===== config.mk =====
export PLATFORM = sky130hd
export DESIGN_NAME = step_ptr
export DESIGN_NICKNAME = d
export VERILOG_FILES = /design/src/rtl/step_ptr.sv
export SDC_FILE = /design/constraint.sdc
export NUM_CORES = 1
export LEC_CHECK = 0
export CORE_MARGIN = 4
export CORE_UTILIZATION = 55
export DETAILED_ROUTE_END_ITERATION = 12
export PLACE_DENSITY = 0.84
export SYNTH_ARGS = -nofsm -noshare
export SYNTH_HDL_FRONTEND = slang
export SYNTH_SLANG_ARGS = --single-unit

===== constraint.sdc =====
create_clock -name clk -period 4.5 [get_ports clk]
set_input_delay 0.9 -clock clk [delete_from_list [all_inputs] [get_ports clk]]
set_output_delay 0.9 -clock clk [all_outputs]
set_load 0.03 [all_outputs]

===== src/rtl/step_ptr.sv =====
module step_ptr #(
  parameter int AW = 10
) (
  input  logic          clk,
  input  logic          rst_n,
  input  logic          sel_we,
  input  logic          sel_bg,
  input  logic [1:0]    mode,
  input  logic          ld_en,
  input  logic [AW-1:0] ld_val,
  input  logic          ptr_use,
  input  logic          seg_end,
  input  logic          persist_ptr,
  output logic [AW-1:0] ptr,
  output logic          bg_active
);
  localparam logic [1:0]    M_UP = 2'b01;
  localparam logic [1:0]    M_DN = 2'b10;
  localparam logic [AW-1:0] ONE  = AW'(1);

  logic          bank_q;
  logic [AW-1:0] fg_q, bg_q, cur, nxt;
  wire           step = ptr_use | (seg_end & persist_ptr);

  assign cur       = bank_q ? bg_q : fg_q;
  assign ptr       = cur;
  assign bg_active = bank_q;

  always_comb begin
    nxt = cur;
    if (ld_en)
      nxt = ld_val;
    else if (step) begin
      if (mode == M_UP)      nxt = cur + ONE;
      else if (mode == M_DN) nxt = cur - ONE;
    end
  end

  always_ff @(posedge clk or negedge rst_n)
    if (!rst_n)       fg_q <= '0;
    else if (!bank_q) fg_q <= nxt;

  always_ff @(posedge clk or negedge rst_n)
    if (!rst_n)      bg_q <= '0;
    else if (bank_q) bg_q <= nxt;

  always_ff @(posedge clk or negedge rst_n)
    if (!rst_n)      bank_q <= 1'b0;
    else if (sel_we) bank_q <= sel_bg;

  always_comb
    if (!rst_n) assert_reset_clear_R1: assert (ptr == '0 && !bg_active);

  assert_load_R2: assert property (@(posedge clk) disable iff (!rst_n)
    (ld_en && !sel_we) |=> ptr == $past(ld_val));

  assert_step_up_R3: assert property (@(posedge clk) disable iff (!rst_n)
    (!ld_en && !sel_we && ptr_use && mode == M_UP) |=> ptr == $past(ptr) + ONE);

  assert_step_down_R4: assert property (@(posedge clk) disable iff (!rst_n)
    (!ld_en && !sel_we && ptr_use && mode == M_DN) |=> ptr == $past(ptr) - ONE);

  assert_hold_R5: assert property (@(posedge clk) disable iff (!rst_n)
    (!ld_en && !sel_we && (mode == 2'b00 || mode == 2'b11)) |=> $stable(ptr));

  assert_no_step_R6: assert property (@(posedge clk) disable iff (!rst_n)
    (!ld_en && !sel_we && !ptr_use && !(seg_end && persist_ptr)) |=> $stable(ptr));

  assert_fg_kept_R8: assert property (@(posedge clk) disable iff (!rst_n)
    bank_q |=> $stable(fg_q));

  assert_bg_kept_R8: assert property (@(posedge clk) disable iff (!rst_n)
    !bank_q |=> $stable(bg_q));

  assert_select_R9: assert property (@(posedge clk) disable iff (!rst_n)
    sel_we |=> bg_active == $past(sel_bg));
endmodule


==> results_dict.tcl, run 1 <==
set metrics [dict create \
    dp_cells 224 \
    grt_pass1_vias 1400 \
    vias 1432 \
    min_path_type "flip-flop to flip-flop" \
    drive_gt1_share_pct 8.63 \
    fill_cells 234 \
    place_congestion 0.788 \
    ys.flop_type "dfrtp_1" \
    whs_ns 0.538 \
    grt_overflow_total 0 \
    worst_setup_path_start_kind "flip-flop" \
    ys_warn_count 0 \
    nNetsFinal 220 \
    clock-root-buffer "clkbuf_4" \
    final_cell_mix "clkdlybuf4s50_1 (30), dfrtp_1 (21), mux2i_1 (17)" \
    cts_max_path_buffers 2 \
    fmax_mhz 301 \
    synth_cells 172 \
    cts_hold_buffers 0 \
    ant_nets 0 \
    crit_fanout 28 \
    start_util_pct 57.5 \
    worst_pin_slew_ns 0.966 \
    post_cts_resized 0 \
    synth_area_um2 1570 \
    ys_async_sr_fraction_pct 100 \
    port_buffers 30 \
    setup_viol 0 \
    clk-insertion-delay-late_ns 0.32 \
    viasPerCell 6.28 \
    finish.utilization_pct 69.6 \
    crit_arrival_ns 2.42 \
    seq_area_frac_synth_pct 33.4 \
    critical_path.startpoint "bg_active$_DFFE_PN0P_" \
    seq_area_um2 526 \
    die-area_um2 3780 \
    layout_commonest_cell "clkdlybuf4s50_1" \
    drc 0 \
    fin_tns_setup_ns 0 \
    grtUsageTotal_pct 22.6 \
    fin_ws_ns 1.18 \
    power_density_nw_per_um2 351 \
    grt_max_degree 29 \
    cap_violations 0 \
    dr.first_iter.drc_count 82 \
    critPathRequiredTime_ns 3.60 \
    multi_input_area_um2 971 \
    rr_worst_depth 8 \
    drt-total-wl_um 3940 \
    synth_edf_count 0 \
    status "finished, final reports clean" \
    cts_tree "yes" \
    synth.avg_cell_area_um2 9.14 \
    r2r_end "bg_q[8]$_DFFE_PN0P_" \
    dp_hpwl_um 2930 \
    r2r_setup_slack_ns 1.87 \
    period_share_pct 73.9 \
    hold_viol 0 \
    routed_wire_length_per_instance_um 17.3 \
    finClkSkew_ns 0.00170 \
    post-route-min-period_ns 3.32 \
    grt_pass1_wl_um 6310 \
    r2r_start "bg_active$_DFFE_PN0P_" \
    cp-endpoint "ptr[3]" \
    slew_violations 0 \
    end_kind "output port" \
    peakVddDrop_mv 0.270 \
    io-pin-count 31 \
    path_clk_slew_ns 0.12 \
    cts_sinks 21 \
    worst_slew_margin_rel_pct 35.4 \
    num_rows 19 \
    yosys_register_bits 21 \
    cts_max_level 1 \
    antenna_cells 0 \
    place_ws_ns 1.36 \
    cts_setup_buffers 0 \
    rsz0062_at_grt "no" \
    leakage_nw 0.788 \
    antenna_found_initial 0 \
    worstSetupPathType "flip-flop to output port" \
    core_area_um2 2730 \
    area_growth_pct 21.0 \
    numCtsBuffers 3 \
    yosysUniqueCellTypes 45 \
    first_pass_iters 4 \
    synth_fp_nets 194 \
    die_height_um 61.5 \
    stdcell_count 228 \
    die_w_um 61.5 \
    hold_start "fg_q[3]$_DFFE_PN0N_" \
]
## metal layers
layer	track usage [%]	part of all wire, %
met1	26.7	42
met5	0	0
met4	5.45	0.43
met2	41.7	54
met3	4.61	3.5
## state kept, by name (all words and copies together), names as in the netlist
register and count:
bg_q 10, bg_active 1, fg_q 10
## synthesized netlist by cell type, types with 2 or more instances
master,instances,area [um^2]
dfrtp_1,21,526
mux2i_1,17,170
nor2_1,13,48.8
a21oi_1,9,45.0
clkbuf_1,8,30.0
nand2_1,8,30.0
nor3_1,8,40.0
a31oi_1,7,43.8
inv_1,7,26.3
nand2b_1,7,43.8
o21ai_0,7,35.0
mux2_2,5,56.3
nand3_1,5,25.0
o22a_1,4,35.0
a211oi_1,3,22.5
mux2_4,3,45.0
nand3b_1,3,22.5
o21a_1,3,22.5
o31ai_1,3,22.5
ha_1,2,25.0
nor4_4,2,42.5
o211ai_1,2,15.0
o31a_1,2,17.5
xnor2_1,2,17.5
## critical path: stages (launching register included)
cell and delay (ns):
dfrtp_1 0.62, buf_4 0.40, mux2_2 0.45, clkdlybuf4s50_1 0.61
## kinds of logic after synthesis
logic type                 Yosys count  synth area share (%)
and+or+nand+nor                     53                  19.3
AOI/OAI and AO/OA                   51                  22.4
muxes                               25                  17.3
DFF                                 21                  33.4
buffers and inverters               18                  4.85
xor gates and xnor gates             2                  1.11
adders and majority gates            2                  1.59
## report_power, final
part           leakage, nW  switching [mW]  internal (mW)
logic                0.533           0.170          0.137
registers            0.241          0.0372          0.225
clock network       0.0139          0.0648         0.0341
## cell type report
class                           count  area share (%)
Clock buffer                        3            1.18
Clock inverter                      1           0.394
Inverter                            8            1.58
Multi-Input combinational cell    133            51.0
Sequential cell                    21            27.6
Tap cell                           31            2.04
Timing Repair Buffer               31            16.2
## per-stage QoR
stage | power (mW) | cell area, um^2
6_report | 0.668 | 1900
3_3_place_gp | 0.553 | 1870
2_1_floorplan | 0.466 | 1570
3_5_place_dp | 0.572 | 1870
5_1_grt | 0.707 | 1900
4_1_cts | 0.670 | 1900
## worst min-delay path by stage
stage / endpoint / slack (ns) / depth (start not counted)
final: fg_q[3]$_DFFE_PN0N_ / 0.54 / 2
after global routing: fg_q[3]$_DFFE_PN0N_ / 0.57 / 2
after CTS: fg_q[3]$_DFFE_PN0N_ / 0.54 / 2
after detailed placement: fg_q[6]$_DFFE_PN0N_ / 0.52 / 1
after global placement: fg_q[5]$_DFFE_PN0N_ / 0.49 / 1
after floorplan: fg_q[6]$_DFFE_PN0N_ / 0.48 / 1
(Power assumes the default switching activity.)
==> run 2, diff against run 1 <==
--- a/config.mk
+++ b/config.mk
@@ -6,9 +6,9 @@
 export NUM_CORES = 1
 export LEC_CHECK = 0
 export CORE_MARGIN = 4
-export CORE_UTILIZATION = 55
+export CORE_UTILIZATION = 51
 export DETAILED_ROUTE_END_ITERATION = 12
-export PLACE_DENSITY = 0.84
+export PLACE_DENSITY = 0.79
 export SYNTH_ARGS = -nofsm -noshare
 export SYNTH_HDL_FRONTEND = slang
 export SYNTH_SLANG_ARGS = --single-unit
==> constraint.sdc (replaced) <==
create_clock -name clk -period 3.07 [get_ports clk]
set_input_delay 0.614 -clock clk [delete_from_list [all_inputs] [get_ports clk]]
set_output_delay 0.614 -clock clk [all_outputs]
set_load 0.03 [all_outputs]
==> results_dict.tcl, run 2 (same netlist as run 1, synthesis figures left out) <==
set metrics [dict create \
    cts_tree "yes" \
    clock-root-buffer "clkbuf_4" \
    grt_pass1_wl_um 6560 \
    antenna_cells 0 \
    drive_gt1_share_pct 9.05 \
    ant_nets 0 \
    seq_area_um2 526 \
    worst_slew_margin_rel_pct 61.9 \
    layout_commonest_cell "clkdlybuf4s50_1" \
    core_area_um2 2850 \
    post-route-min-period_ns 2.83 \
    cts_max_level 1 \
    min_path_type "flip-flop to flip-flop" \
    holdPathStages 1 \
    post_cts_resized 0 \
    combPwrFrac_pct 46.6 \
    cap_violations 0 \
    r2r_end "fg_q[6]$_DFFE_PN0N_" \
    area_growth_pct 22.5 \
    start_util_pct 55.1 \
    slowest_stage "clkdlybuf4s50_1" \
    drt-total-wl_um 3760 \
    sequentialPowerShare_pct 39.1 \
    nNetsFinal 222 \
    place_congestion 0.776 \
    die-area_um2 4040 \
    grtUsageTotal_pct 19.9 \
    crit_arrival_ns 2.21 \
    holdPathEnd "bg_q[4]$_DFFE_PN0P_" \
    grt_overflow_total 0 \
    cts_sinks 21 \
    clockPowerShare_pct 14.3 \
    vias 1447 \
    status "finished, final reports clean" \
    viasPerCell 6.29 \
    worst_setup_path_start_kind "flip-flop" \
    place_ws_ns 0.446 \
    p_int_mw 0.587 \
    cts_max_path_buffers 2 \
    crit_chain "buf_12, mux2i_1, inv_1, clkdlybuf4s50_1" \
    fill_cells 238 \
    rr_worst_depth 9 \
    die_height_um 63.5 \
    num_rows 19 \
    crit_fanout 36 \
    cts_hold_buffers 0 \
    grt_pass1_vias 1431 \
    fin_tns_setup_ns 0 \
    clk-insertion-delay-late_ns 0.31 \
    period_share_pct 92.0 \
    critPathRequiredTime_ns 2.46 \
    rsz0062_at_grt "no" \
    max_stage_delay_ns 0.62 \
    path_clk_slew_ns 0.12 \
    slew_violations 0 \
    io-pin-count 31 \
    grt_max_degree 37 \
    power_switching_mw 0.388 \
    antenna_found_initial 0 \
    power_density_nw_per_um2 506 \
    leakage_nw 0.803 \
    sw_frac_of_total_pct 39.8 \
    fin_ws_ns 0.244 \
    drc 0 \
    multi_input_area_um2 971 \
    final_cell_mix "clkdlybuf4s50_1 (30), dfrtp_1 (21), mux2i_1 (17)" \
    die_w_um 63.5 \
    finClkSkew_ns 0.00615 \
    dp_hpwl_um 2820 \
    setup_viol 0 \
    r2r_start "bg_active$_DFFE_PN0P_" \
    hold_start "bg_q[4]$_DFFE_PN0P_" \
    worstSetupPathType "flip-flop to output port" \
    fmax_mhz 354 \
    peakVddDrop_mv 0.330 \
    dr.first_iter.drc_count 56 \
    routed_wire_length_per_instance_um 16.3 \
    worst_pin_slew_ns 0.572 \
    cts_setup_buffers 0 \
    port_buffers 30 \
    end_kind "output port" \
    r2r_setup_slack_ns 0.52 \
    numCtsBuffers 3 \
    hold_viol 0 \
    first_pass_iters 4 \
    critical_path.startpoint "bg_active$_DFFE_PN0P_" \
]
==> run 2: changes by cell type in the layout (fill, tap and decap cells not counted), sizes merged <==
cell	previous run	this run
clkbuf	3	4
clkinvlp	1	0
buf	1	3
==> run 2: worst max-delay path by stage <==
| stage | depth (start not counted) | to | slack [ns] |
|---|---|---|---|
| 3_5_place_dp | 6 | bg_q[8]$_DFFE_PN0P_ | 0.45 |
| 4_1_cts | 4 | ptr[0] | 0.23 |
| 3_3_place_gp | 6 | bg_q[8]$_DFFE_PN0P_ | 0.57 |
| 5_1_grt | 4 | ptr[0] | 0.1 |
| 6_report | 4 | ptr[0] | 0.24 |
| 2_1_floorplan | 10 | fg_q[6]$_DFFE_PN0N_ | 0.38 |
==> run 2: critical path: cells and delay by family (launching register included) <==
family | cells | cell delay (ns)
flip-flops | 1 | 0.50
buffers and inverters | 3 | 0.98
multiplexers | 1 | 0.40
==> run 2: area by class of cell <==
| cell class | instances | share of cell area, % |
|---|---|---|
| clock buffer | 4 | 1.36 |
| tap | 31 | 2.01 |
| inverter | 8 | 1.56 |
| timing repair buffer | 33 | 17.4 |
| sequential | 21 | 27.3 |
| multi-input combinational | 133 | 50.4 |
==> run 2: power by group through the flow <==
stage | sequential [mW] | combinational, mW | clock, mW
global placement | 0.379 | 0.437 | 0
floorplan | 0.373 | 0.310 | 0
CTS | 0.379 | 0.456 | 0.141
finish | 0.381 | 0.454 | 0.140
detailed placement | 0.385 | 0.454 | 0
global route | 0.391 | 0.494 | 0.151
==> run 2: per-layer routing <==
metal / track usage, % / wire (um)
met4: 4.58 / 30
met1: 25.1 / 1630
met2: 35.2 / 1910
met5: 0 / 0
met3: 3.55 / 187
==> run 2: through the flow <==
stage          power [mW]  std cells  instance area [um^2]  hold slack, ns  util (%)
2_1_floorplan       0.683        172                  1570           0.318         -
3_3_place_gp        0.815        226                  1900           0.494      66.6
3_5_place_dp        0.839        226                  1900           0.513      66.6
4_1_cts             0.976        230                  1930           0.543      67.5
5_1_grt              1.04        230                  1930           0.564      67.5
6_report            0.974        230                  1930           0.544      67.5
